File: config.mk
export PLATFORM = sky130hd
export DESIGN_NAME = hazard_ctl
export DESIGN_NICKNAME = d
export VERILOG_FILES = /design/src/rtl/hzd_pkg.sv /design/src/rtl/hzd_load_use.sv /design/src/rtl/hzd_br_cmp.sv /design/src/rtl/hzd_issue_ctl.sv /design/src/rtl/hazard_ctl.sv
export SDC_FILE = /design/constraint.sdc
export NUM_CORES = 1
export LEC_CHECK = 0
export BUFFER_PORTS_ARGS = -buffer_cell sky130_fd_sc_hd__buf_2
export CAP_MARGIN = 20
export CORE_ASPECT_RATIO = 0.8
export CORE_UTILIZATION = 31
export DETAILED_ROUTE_END_ITERATION = 7
export GPL_TIMING_DRIVEN = 0
export PLACE_DENSITY = 0.91
export RECOVER_POWER = 25
export SYNTH_ARGS = -nofsm -noshare
export SYNTH_HDL_FRONTEND = slang
export SYNTH_SLANG_ARGS = --single-unit
File: constraint.sdc
create_clock -name vclk -period 4.3
set_input_delay 0.86 -clock vclk [all_inputs]
set_output_delay 0.86 -clock vclk [all_outputs]
set_load 0.01 [all_outputs]
File: src/rtl/hzd_pkg.sv
package hzd_pkg;

   typedef enum logic [0:0] {
      CTRL_PASS   = 1'b0,
      CTRL_BUBBLE = 1'b1
   } ctrl_sel_e;

   localparam int CMP_FLAT    = 0;
   localparam int CMP_GROUPED = 1;

   typedef struct packed {
      logic stall;
      logic take;
   } hz_dec_t;

endpackage

File: src/rtl/hzd_load_use.sv
module hzd_load_use #(
   parameter int REG_AW = 5
) (
   input  logic [REG_AW-1:0] src_a,
   input  logic [REG_AW-1:0] src_b,
   input  logic              ld_valid,
   input  logic [REG_AW-1:0] ld_dst,
   output logic              stall
);
   logic [1:0] hit;

   always_comb begin
      hit[0] = (ld_dst == src_a);
      hit[1] = (ld_dst == src_b);
      stall  = ld_valid & (|hit);
   end

endmodule

File: src/rtl/hzd_br_cmp.sv
module hzd_br_cmp #(
   parameter int DATA_W    = 32,
   parameter int CMP_STYLE = 1,
   parameter int GRP_W     = 8
) (
   input  logic [DATA_W-1:0] op_a,
   input  logic [DATA_W-1:0] op_b,
   output logic              equal
);
   localparam int NGRP  = (DATA_W + GRP_W - 1) / GRP_W;
   localparam int PAD_W = NGRP * GRP_W - DATA_W;

   logic [DATA_W-1:0] diff;
   assign diff = op_a ^ op_b;

   if (CMP_STYLE == hzd_pkg::CMP_FLAT) begin : g_flat
      assign equal = ~(|diff);
   end else begin : g_grouped
      logic [NGRP*GRP_W-1:0] diff_pad;
      logic [NGRP-1:0]       grp_any;
      if (PAD_W > 0) begin : g_pad
         assign diff_pad = {{PAD_W{1'b0}}, diff};
      end else begin : g_nopad
         assign diff_pad = diff;
      end
      for (genvar g = 0; g < NGRP; g++) begin : g_grp
         assign grp_any[g] = |diff_pad[g*GRP_W +: GRP_W];
      end
      assign equal = ~(|grp_any);
   end

endmodule

File: src/rtl/hzd_issue_ctl.sv
module hzd_issue_ctl #(
   parameter int CTRL_W = 9
) (
   input  logic              stall,
   input  logic              is_branch,
   input  logic              ops_equal,
   input  logic [CTRL_W-1:0] ctrl_in,
   output logic              pc_wr_en,
   output logic              ifid_wr_en,
   output logic              bubble_sel,
   output logic [CTRL_W-1:0] ctrl_out,
   output logic              flush
);
   import hzd_pkg::*;

   hz_dec_t   dec;
   ctrl_sel_e sel;

   always_comb begin
      dec.stall  = stall;
      dec.take   = is_branch & ops_equal;
      sel        = dec.stall ? CTRL_BUBBLE : CTRL_PASS;
      pc_wr_en   = ~dec.stall;
      ifid_wr_en = ~dec.stall;
      bubble_sel = (sel == CTRL_BUBBLE);
      ctrl_out   = (sel == CTRL_BUBBLE) ? '0 : ctrl_in;
      flush      = dec.take & ~dec.stall;
   end

endmodule

File: src/rtl/hazard_ctl.sv
module hazard_ctl #(
   parameter int REG_AW    = 5,
   parameter int DATA_W    = 32,
   parameter int CTRL_W    = 9,
   parameter int CMP_STYLE = 1,
   parameter int GRP_W     = 8
) (
   input  logic [REG_AW-1:0] ifid_src_a,
   input  logic [REG_AW-1:0] ifid_src_b,
   input  logic              idex_mem_rd,
   input  logic [REG_AW-1:0] idex_dst,
   input  logic [CTRL_W-1:0] id_ctrl_in,
   input  logic              id_is_branch,
   input  logic [DATA_W-1:0] br_op_a,
   input  logic [DATA_W-1:0] br_op_b,
   output logic              pc_wr_en,
   output logic              ifid_wr_en,
   output logic              bubble_sel,
   output logic [CTRL_W-1:0] id_ctrl_out,
   output logic              if_flush
);
   if (REG_AW < 1) begin : g_bad_aw
      $error("REG_AW must be at least 1");
   end
   if (DATA_W < 1) begin : g_bad_dw
      $error("DATA_W must be at least 1");
   end
   if (CTRL_W < 1) begin : g_bad_cw
      $error("CTRL_W must be at least 1");
   end
   if (GRP_W < 1 || GRP_W > DATA_W) begin : g_bad_gw
      $error("GRP_W must lie in 1..DATA_W");
   end
   if (CMP_STYLE != hzd_pkg::CMP_FLAT && CMP_STYLE != hzd_pkg::CMP_GROUPED) begin : g_bad_cs
      $error("CMP_STYLE must be 0 or 1");
   end

   logic ld_stall;
   logic ops_equal;

   hzd_load_use #(.REG_AW(REG_AW)) u_load_use (
      .src_a    (ifid_src_a),
      .src_b    (ifid_src_b),
      .ld_valid (idex_mem_rd),
      .ld_dst   (idex_dst),
      .stall    (ld_stall)
   );

   hzd_br_cmp #(.DATA_W(DATA_W), .CMP_STYLE(CMP_STYLE), .GRP_W(GRP_W)) u_br_cmp (
      .op_a  (br_op_a),
      .op_b  (br_op_b),
      .equal (ops_equal)
   );

   hzd_issue_ctl #(.CTRL_W(CTRL_W)) u_issue (
      .stall      (ld_stall),
      .is_branch  (id_is_branch),
      .ops_equal  (ops_equal),
      .ctrl_in    (id_ctrl_in),
      .pc_wr_en   (pc_wr_en),
      .ifid_wr_en (ifid_wr_en),
      .bubble_sel (bubble_sel),
      .ctrl_out   (id_ctrl_out),
      .flush      (if_flush)
   );

   always_comb begin
      AST_HOLD_PAIRED: assert (pc_wr_en == ifid_wr_en);
      if (bubble_sel) begin
         AST_BUBBLE_ZERO: assert (id_ctrl_out == '0);
      end
      if (!idex_mem_rd) begin
         AST_NO_LOAD_NO_HOLD: assert (pc_wr_en);
      end
      if (if_flush) begin
         AST_FLUSH_NOT_HELD: assert (pc_wr_en && !bubble_sel);
         AST_FLUSH_NEEDS_EQ: assert (id_is_branch && (br_op_a == br_op_b));
      end
   end

endmodule

# After elaboration in Yosys (flattened, before gate mapping)
# Cells that the tools add are included.
# op_classes
n_mux,2
n_reduce_logical,2
n_eq_ne,2
bitwise,6
# ops
cell,count
OR reduction 32 bit,1
XOR 32 bit,1
== test 5 bit,2
2-to-1 mux 9 bit,1
AND 1 bit,3
inverter 1 bit,2
OR reduction 2 bit,1
2-to-1 mux 1 bit,1
# totals
output_inout_bits,13
ff_bits,0
in_bits,90

# Longest topological paths before layout
# Gate-level depths: netlist (run 1).
# depth
ltp_word,5
depth_mapped,5
mapped_depth_nobuf,4

# Hierarchy
# A second synthesis (run 1) with hierarchy kept.
# hier_totals
hier_cells,72
area_unflattened_um2,589.3
# modules_own_cells
module,area_each_um2,cells_each,n_inst
hzd_br_cmp,346.6,43,1
hzd_issue_ctl,128.9,14,1
hzd_load_use,113.9,15,1

# Worst setup path after synthesis (run 1)
# Ideal clock, no wire load.
# synth_timing
path_kind,input port to output port
startpoint,input port idex_dst[2]
endpoint,output port id_ctrl_out[1]
cell_stages,5
n_path_buf,1
t_required_ns,3.440
setup_slack_ns,1.687
t_arrival_ns,1.753
path_cell_list,xor2_1 nor4_2 a32oi_1 buf_6 and2_1
# synth_via
elab_chain_len,5
word_cells_on_any_way,6
# synth_lines
item,line_no,rtl
from (decl),hazard_ctl.sv:11,"input logic [REG_AW-1:0] idex_dst,"
== test 5 bit (on tied branches),"hzd_load_use.sv:13, hzd_load_use.sv:14",
OR reduction 2 bit *,hzd_load_use.sv:15,stall = ld_valid & (|hit);
AND 1 bit *,hzd_load_use.sv:15,
2-to-1 mux 1 bit *,hzd_issue_ctl.sv:22,sel = dec.stall ? CTRL_BUBBLE : CTRL_PASS;
2-to-1 mux 9 bit *,hzd_issue_ctl.sv:26,ctrl_out = (sel == CTRL_BUBBLE) ? '0 : ctrl_in;
to (decl),hazard_ctl.sv:19,"output logic [CTRL_W-1:0] id_ctrl_out,"
# Every way passes the cells marked *; elsewhere a longest branch is shown, timed or not.

# Worst setup path after layout (run 1)
# layout_timing
startpoint,input port idex_dst[2]
endpoint,output port id_ctrl_out[2]
# The elaborated chain is that of the path after synthesis.

==> results of run 1 <==
==> metal layers <==
metal | share of wire, % | track usage (%)
met1 | 35 | 16.67
met2 | 57 | 38.00
met3 | 7.3 | 1.481
met4 | 0.48 | 2.778
met5 | 0 | 0
==> final cells by class <==
class	count	area (um2)
buffer	2	11.26
timing repair buffer	103	514.2
multi-input combinational	68	544.3
inverter	4	15.01
tap	22	27.53
fill	160	579.3
==> cells in the mapped netlist, types with 2 or more instances <==
| cell | n |
|---|---|
| and2_1 | 2 |
| nand4_1 | 6 |
| xor2_1 | 8 |
| and2_4 | 6 |
| xnor2_1 | 31 |
| nor4_1 | 3 |
| inv_1 | 4 |
==> per-stage QoR <==
stage                     worst slack, ps  instances  total power (W)  util, %  area [um2]
after floorplan                      1687         74       0.00005006        -       584.3
after global routing                 1053        199        0.0001161    65.75        1112
after detailed placement             1324        199        0.0001067    66.64        1127
after CTS                            1323        199        0.0001072    66.64        1127
final                                1189        199        0.0001047    65.75        1112
after global placement               1367        199        0.0001027    66.64        1127
==> worst max-delay path, stage by stage <==
cell and delay, ps:
buf_2 110, xor2_1 150, nor4_1 330, a32oi_1 210
clkbuf_1 250, and2_1 210, buf_2 130
==> where the power goes <==
group	switching [W]	total [W]	internal, W
Sequential	0	0	0
Clock	0	0	0
Combinational	0.0000397	0.000105	0.0000650
Total	0.0000397	0.000105	0.0000650
==> worst paths after layout <==
kind                         end  slack (ps)  depth (start not counted)
setup / recovery  id_ctrl_out[2]        1190                          7
hold / removal    id_ctrl_out[1]        2010                          3
==> logic make-up (layout without fill, tap and decap cells) <==
family	count (synthesis)	count (layout)
AO/OA/AOI/OAI	4	4
XOR/XNOR	39	39
buffers and inverters	6	109
AND/OR/NAND/NOR	25	25
==> reports/results.ini, run 1 <==
[yosys]
synth.avg_cell_area_um2=7.896
synth_top_family_by_area=XOR/XNOR gates
ys.warnings.count=0
synth_top_area_share_pct=46.47
synth_cells=74
post_synth_num_cell_types=21
synthMuxAreaShare_pct=0
synth.yosys.seq_area_share_pct=0
synthXorXnorAreaFrac_pct=58.46
synthTopCellsByArea=xnor2_1 46%, xor2_1 12%, and2_4 9.0%
syn_area_um2=584.3
synth-compound-area-share_pct=5.353
yosysTopAreaCell=xnor2_1
yosys.area_share.adder_pct=0
synth_area_in_simple_gates_pct=30.41
synth_fp_nets=164

[cells_and_area]
n_clock_buffer=0
final_layout_size_suffix_gt1_share_pct=62.71
diodes=0
flops_and_latches=0
sequential_cell_area_um2=0
layout-area-overhead-vs-synth_pct=90.36
layout_commonest_cell=buf_2
leading_cell_types_in_the_layout_fill_and_taps_excluded=102 x buf_2, 31 x xnor2_1, 8 x xor2_1, 6 x and2_4, 6 x nand4_1
design.final.nets=269

[worst_setup_path]
worst_ep_required_time_ps=3440
crit_path_start_kind=input pin
critPathLaunch=idex_dst[2]
timing.critical_path.fanout_max=11
setup.worst_path.end_class=primary output
setup.worst_path.class=input pin to primary output
arrival_worst_endpoint_ps=2250

[power_and_ir_drop]
p_leak_nw=0.5911
power_density_nw_per_um2=94.11
vdd_ir_drop_max_uv=56.82

[floorplan]
rows=13
die-height_um=40.83
starting_utilization_of_the_core_area_pct=34.54
coreArea_um2=1692
floorplan.die.width_um=50.54
design.die.area_um2=2064
number_of_primary_i_o_pins=103

[timing]
max_fclk_mhz=321.4
setup_violations=0
rsz0062_at_grt=false
period_needed_ps=3111
hold_slack_ps=2007
worst_slew_pin_slew_ps=382.9
slew_headroom_pct=74.47
timing.setup.tns_ps=0
report.final.slew_viol_count=0
min_period_over_period_pct=72.35
finalHoldViolCount=0

[clocking]
postCtsSetupRepairBufs=0
cts.repair.resized=0
cts-hold-fix-buffers=0

[global_route]
first_global_vias=730
initial_antenna_violation_count=0
grt_usage_pct=16.42
grt_start_max_net_pins=12
wire_length_of_the_first_global_routing_pass_um=2628
global_route.overflow_total=0

[status]
outcome=completed

[min_path]
hold_start=id_ctrl_in[1]
holdCritPathClass=input pin to primary output

[job]
max_cap_violations=0

[detailed_routing]
drt_drc_violations_left=0
route.final.wire_length_um=1869
antenna_left=0
wl_per_cell_um=9.392
via_count=885
drt-pass1-iter-count=4
drt_iter0_markers=4
avgViaCountPerCell=4.447

[placement]
detailed_place_hpwl_um=1754
place_congestion=0.6619
placement.io_buffers=103

No activity file was read; power rests on OpenSTA's default activity.
==> inputs of run 2 (changes only) <==
--- a/config.mk
+++ b/config.mk
@@ -8,10 +8,10 @@
 export BUFFER_PORTS_ARGS = -buffer_cell sky130_fd_sc_hd__buf_2
 export CAP_MARGIN = 20
 export CORE_ASPECT_RATIO = 0.8
-export CORE_UTILIZATION = 31
+export CORE_UTILIZATION = 26
 export DETAILED_ROUTE_END_ITERATION = 7
 export GPL_TIMING_DRIVEN = 0
-export PLACE_DENSITY = 0.91
+export PLACE_DENSITY = 0.82
 export RECOVER_POWER = 25
 export SYNTH_ARGS = -nofsm -noshare
 export SYNTH_HDL_FRONTEND = slang
==> constraint.sdc (replaced) <==
create_clock -name vclk -period 2.7
set_input_delay 0.54 -clock vclk [all_inputs]
set_output_delay 0.54 -clock vclk [all_outputs]
set_load 0.01 [all_outputs]
==> run 2 against run 1 <==
Effect of this change: die area rose by 18%; worst hold slack worse by 640 ps; design area rose by 0.67%; worst setup slack lost 900 ps; critical path depth unchanged; core utilization decreased by 9.7 points; final cell count up 1.0%; non-clock buffer count did not move; largest power group unchanged; highest routed layer is now met3.
==> reports/results.ini, run 2 (synthesized netlist as in run 1, its figures left out) <==
[status]
outcome=completed

[detailed_routing]
antenna_left=0
drt_drc_violations_left=0
drt_iter0_markers=1
via_count=839
route.final.wire_length_um=1817
avgViaCountPerCell=4.174
wl_per_cell_um=9.040
drt-pass1-iter-count=2

[power_and_ir_drop]
pwr-share-seq_pct=0
p_sw_share_pct=37.89
power_frac_clock_pct=0
power_density_nw_per_um2=149.1
vdd_ir_drop_max_uv=86.61
p_leak_nw=0.5872
power.switching_w=0.00006328
p_int_w=0.0001037
combinational_power_share_pct=100.0

[worst_setup_path]
crit_path_start_kind=input pin
timing.critical_path.slowest_cell_delay_ps=360
arrival_worst_endpoint_ps=1870
timing.critical_path.fanout_max=11
critPathLaunch=idex_dst[2]
setup.worst_path.end_class=primary output
worst_ep_required_time_ps=2160
slowest_cell_on_crit_path=clkbuf_1
setup.worst_path.class=input pin to primary output
cp_common_cell=buf_2
critical_path.cell_chain=buf_2 -> xor2_1 -> nor4_2 -> a32oi_1 -> clkbuf_1 -> and2_4 -> buf_2

[timing]
slew_headroom_pct=74.40
worst_slew_pin_slew_ps=384.0
report.final.slew_viol_count=0
finalHoldViolCount=0
rsz0062_at_grt=false
setup_violations=0
hold_slack_ps=1368
max_fclk_mhz=414.7
period_needed_ps=2411
timing.setup.tns_ps=0
setup_ws_ps=288.7
min_period_over_period_pct=89.31

[clocking]
cts.repair.resized=0
postCtsSetupRepairBufs=0
cts-hold-fix-buffers=0

[placement]
detailed_place_hpwl_um=1742
placement.io_buffers=103
dp_worst_setup_slack_ps=397.5
placedInstanceArea_um2=1130
place_congestion=0.6760

[cells_and_area]
num-fill-cells=217
final_layout_size_suffix_gt1_share_pct=62.71
design.final.nets=269
multiInputGateArea_um2=550.5
flops_and_latches=0
sequential_cell_area_um2=0
final_core_util_pct=56.08
stdcell_area_um2=1120
diodes=0
layout_commonest_cell=buf_2
layout-area-overhead-vs-synth_pct=91.65
leading_cell_types_in_the_layout_fill_and_taps_excluded=101 x buf_2, 31 x xnor2_1, 8 x xor2_1, 6 x and2_4, 6 x nand4_1
n_clock_buffer=0

[floorplan]
rows=14
number_of_primary_i_o_pins=103
design.die.area_um2=2442
starting_utilization_of_the_core_area_pct=29.26
coreArea_um2=1997
die-height_um=44.40
floorplan.die.width_um=55

[global_route]
initial_antenna_violation_count=0
grt_usage_pct=13.33
global_route.overflow_total=0
grt_start_max_net_pins=12
first_global_vias=685
wire_length_of_the_first_global_routing_pass_um=2518

[job]
max_cap_violations=0

[min_path]
hold_start=id_ctrl_in[1]
holdCritPathClass=input pin to primary output

-- run 2: cell count changes in the layout (fill, tap and decap cells not counted) --
cell | previous run | this run
buf_2 | 102 | 101
nor4_1 | 4 | 3
nor4_2 | 0 | 1
clkbuf_1 | 2 | 3
-- run 2: per-layer routing --
| layer | wire length, um | global-route usage (%) |
|---|---|---|
| met1 | 696 | 15.24 |
| met2 | 976 | 27.95 |
| met3 | 144 | 0.3436 |
| met4 | 0 | 0 |
| met5 | 0 | 0 |
-- run 2: worst max-delay path: cells and delay by family --
family	cells	cell delay, ps
AO/OA/AOI/OAI	1	290
XOR/XNOR	1	180
buffers and inverters	3	590
AND/OR/NAND/NOR	2	270
-- run 2: final timing paths --
kind              to  slack, ps  cells past startpoint
min   id_ctrl_out[1]       1370                      3
max   id_ctrl_out[4]        290                      7
-- run 2: per-stage QoR --
| step | power, W | instances |
|---|---|---|
| 5_1_grt | 0.0001851 | 201 |
| 4_1_cts | 0.0001702 | 201 |
| 3_3_place_gp | 0.0001659 | 201 |
| 6_report | 0.0001670 | 201 |
| 2_1_floorplan | 0.00007972 | 74 |
| 3_5_place_dp | 0.0001693 | 201 |
-- run 2: power groups by stage --
stage	Sequential (W)	Combinational (W)	Clock, W
floorplan	0	0.0000797	0
global placement	0	0.000166	0
detailed placement	0	0.000169	0
CTS	0	0.000170	0
global route	0	0.000185	0
finish	0	0.000167	0
-- run 2: final cells by class --
type | instances | area share [%]
Inverter | 4 | 1.341
Timing Repair Buffer | 103 | 45.81
Tap cell | 24 | 2.682
Multi-Input combinational cell | 68 | 49.16
Buffer | 2 | 1.006
==> inputs of run 3 (changes only) <==
--- a/config.mk
+++ b/config.mk
@@ -8,10 +8,10 @@
 export BUFFER_PORTS_ARGS = -buffer_cell sky130_fd_sc_hd__buf_2
 export CAP_MARGIN = 20
 export CORE_ASPECT_RATIO = 0.8
-export CORE_UTILIZATION = 26
+export CORE_UTILIZATION = 28
 export DETAILED_ROUTE_END_ITERATION = 7
 export GPL_TIMING_DRIVEN = 0
-export PLACE_DENSITY = 0.82
+export PLACE_DENSITY = 0.87
 export RECOVER_POWER = 25
 export SYNTH_ARGS = -nofsm -noshare
 export SYNTH_HDL_FRONTEND = slang
==> constraint.sdc (replaced) <==
create_clock -name vclk -period 2.3
set_input_delay 0.46 -clock vclk [all_inputs]
set_output_delay 0.46 -clock vclk [all_outputs]
set_load 0.01 [all_outputs]
==> run 3 against run 2 <==
Effect of this change: die area down 6.8%; core utilization up 2.5 points; first-iteration DRC count rose to 4.0 times the previous value; critical path type unchanged; routed wire length down 5.2%; design area up 0.78%; global-route usage up 1.0 points; final cell count unchanged; non-clock buffer count unchanged; via count up 5.2%; sequential share of layout area unchanged; flip-flop and latch count unchanged; critical endpoint is now id_ctrl_out[1]; worst hold slack worse by 150 ps.
==> reports/results.ini, run 3 (synthesized netlist as in run 1, its figures left out) <==
[status]
outcome=completed

[timing]
timing.setup.tns_ps=0
min_period_over_period_pct=91.96
max_fclk_mhz=472.8
period_needed_ps=2115
setup_ws_ps=184.9
report.final.slew_viol_count=0
finalHoldViolCount=0
worst_slew_pin_slew_ps=341.9
rsz0062_at_grt=false
slew_headroom_pct=77.00
setup_violations=0

[power_and_ir_drop]
p_int_w=0.0001228
p_leak_nw=0.5963
vdd_ir_drop_max_uv=107.2
power_density_nw_per_um2=174.1
pwr-share-seq_pct=0
finalPower_w=0.0001965
power.switching_w=0.00007367
combinational_power_share_pct=100.0
power_frac_clock_pct=0
p_sw_share_pct=37.49

[worst_setup_path]
timing.critical_path.slowest_cell_delay_ps=260
timing.critical_path.fanout_max=11
cell_class_contributing_the_biggest_share_of_worst_path_delay=buffers and inverters
slowest_cell_on_crit_path=nor4_2
crit_path_start_kind=input pin
cp_common_cell=buf_2
arrival_worst_endpoint_ps=1660
critical_path_buf_inv_count=3
worst_ep_required_time_ps=1840
setup.worst_path.class=input pin to primary output
setup.worst_path.end_class=primary output
critical_path.cell_chain=buf_2 -> xor2_1 -> nor4_2 -> a32oi_1 -> buf_6 -> and2_1 -> buf_2

[detailed_routing]
drt-pass1-iter-count=4
route.final.wire_length_um=1722
via_count=883
antenna_left=0
drt_drc_violations_left=0
avgViaCountPerCell=4.393
drt_iter0_markers=4
wl_per_cell_um=8.567

[clocking]
cts.repair.resized=0
postCtsSetupRepairBufs=0
cts-hold-fix-buffers=0

[cells_and_area]
sequential_cell_area_um2=0
design.final.nets=269
layout-area-overhead-vs-synth_pct=93.15
n_clock_buffer=0
layout_commonest_cell=buf_2
leading_cell_types_in_the_layout_fill_and_taps_excluded=102 x buf_2, 31 x xnor2_1, 8 x xor2_1, 6 x and2_4, 6 x nand4_1
stdcell_count=201
diodes=0
flops_and_latches=0
final_layout_size_suffix_gt1_share_pct=63.84

[placement]
dp_worst_setup_slack_ps=163.2
dp.cells=201
detailed_place_hpwl_um=1694
place_congestion=0.6689
placement.io_buffers=103

[floorplan]
starting_utilization_of_the_core_area_pct=30.32
rows=14
floorplan.die.width_um=53.08
coreArea_um2=1927
design.die.area_um2=2275
number_of_primary_i_o_pins=103
die-height_um=42.86

[global_route]
wire_length_of_the_first_global_routing_pass_um=2635
initial_antenna_violation_count=0
grt_usage_pct=14.34
first_global_vias=723
grt_start_max_net_pins=12
global_route.overflow_total=0

[job]
max_cap_violations=0

[min_path]
holdCritPathClass=input pin to primary output

==> run 3: cell count changes in the layout (fill, tap and decap cells not counted) <==
cell	change
clkbuf_1	-2
buf_2	+1
buf_6	+1
==> run 3: metal layers <==
metal  GRT usage, %  wire length (um)  vias to the layer above
met2          30.13               964                       35
met4              0                 0                        0
li1               -                 -                      455
met1          16.03               624                      393
met3         0.7168               132                        0
met5              0                 0                        -
==> run 3: worst paths after layout <==
kind | startpoint | to | depth (start not counted)
setup / recovery | idex_dst[2] | id_ctrl_out[1] | 7
hold / removal | id_ctrl_in[2] | id_ctrl_out[2] | 3
==> run 3: layout make-up <==
class	instances	area (um2)
Inverter	4	15.01
Timing Repair Buffer	103	514.2
Multi-Input combinational cell	68	550.5
Tap cell	24	30.03
Fill cell	195	798.3
Buffer	2	18.77
==> run 3: power by group through the flow <==
stage	clock network [W]	logic (W)	registers, W
after floorplan	0	0.0000936	0
after global placement	0	0.000195	0
after detailed placement	0	0.000199	0
after CTS	0	0.000200	0
after global routing	0	0.000217	0
final	0	0.000196	0
==> run 3: stage by stage <==
step	cell area (um2)	hold WS, ps	util, %
global route	1129	1231	58.57
CTS	1130	1216	58.64
global placement	1130	1206	58.64
finish	1129	1213	58.57
detailed placement	1130	1216	58.64
floorplan	584.3	1044	-
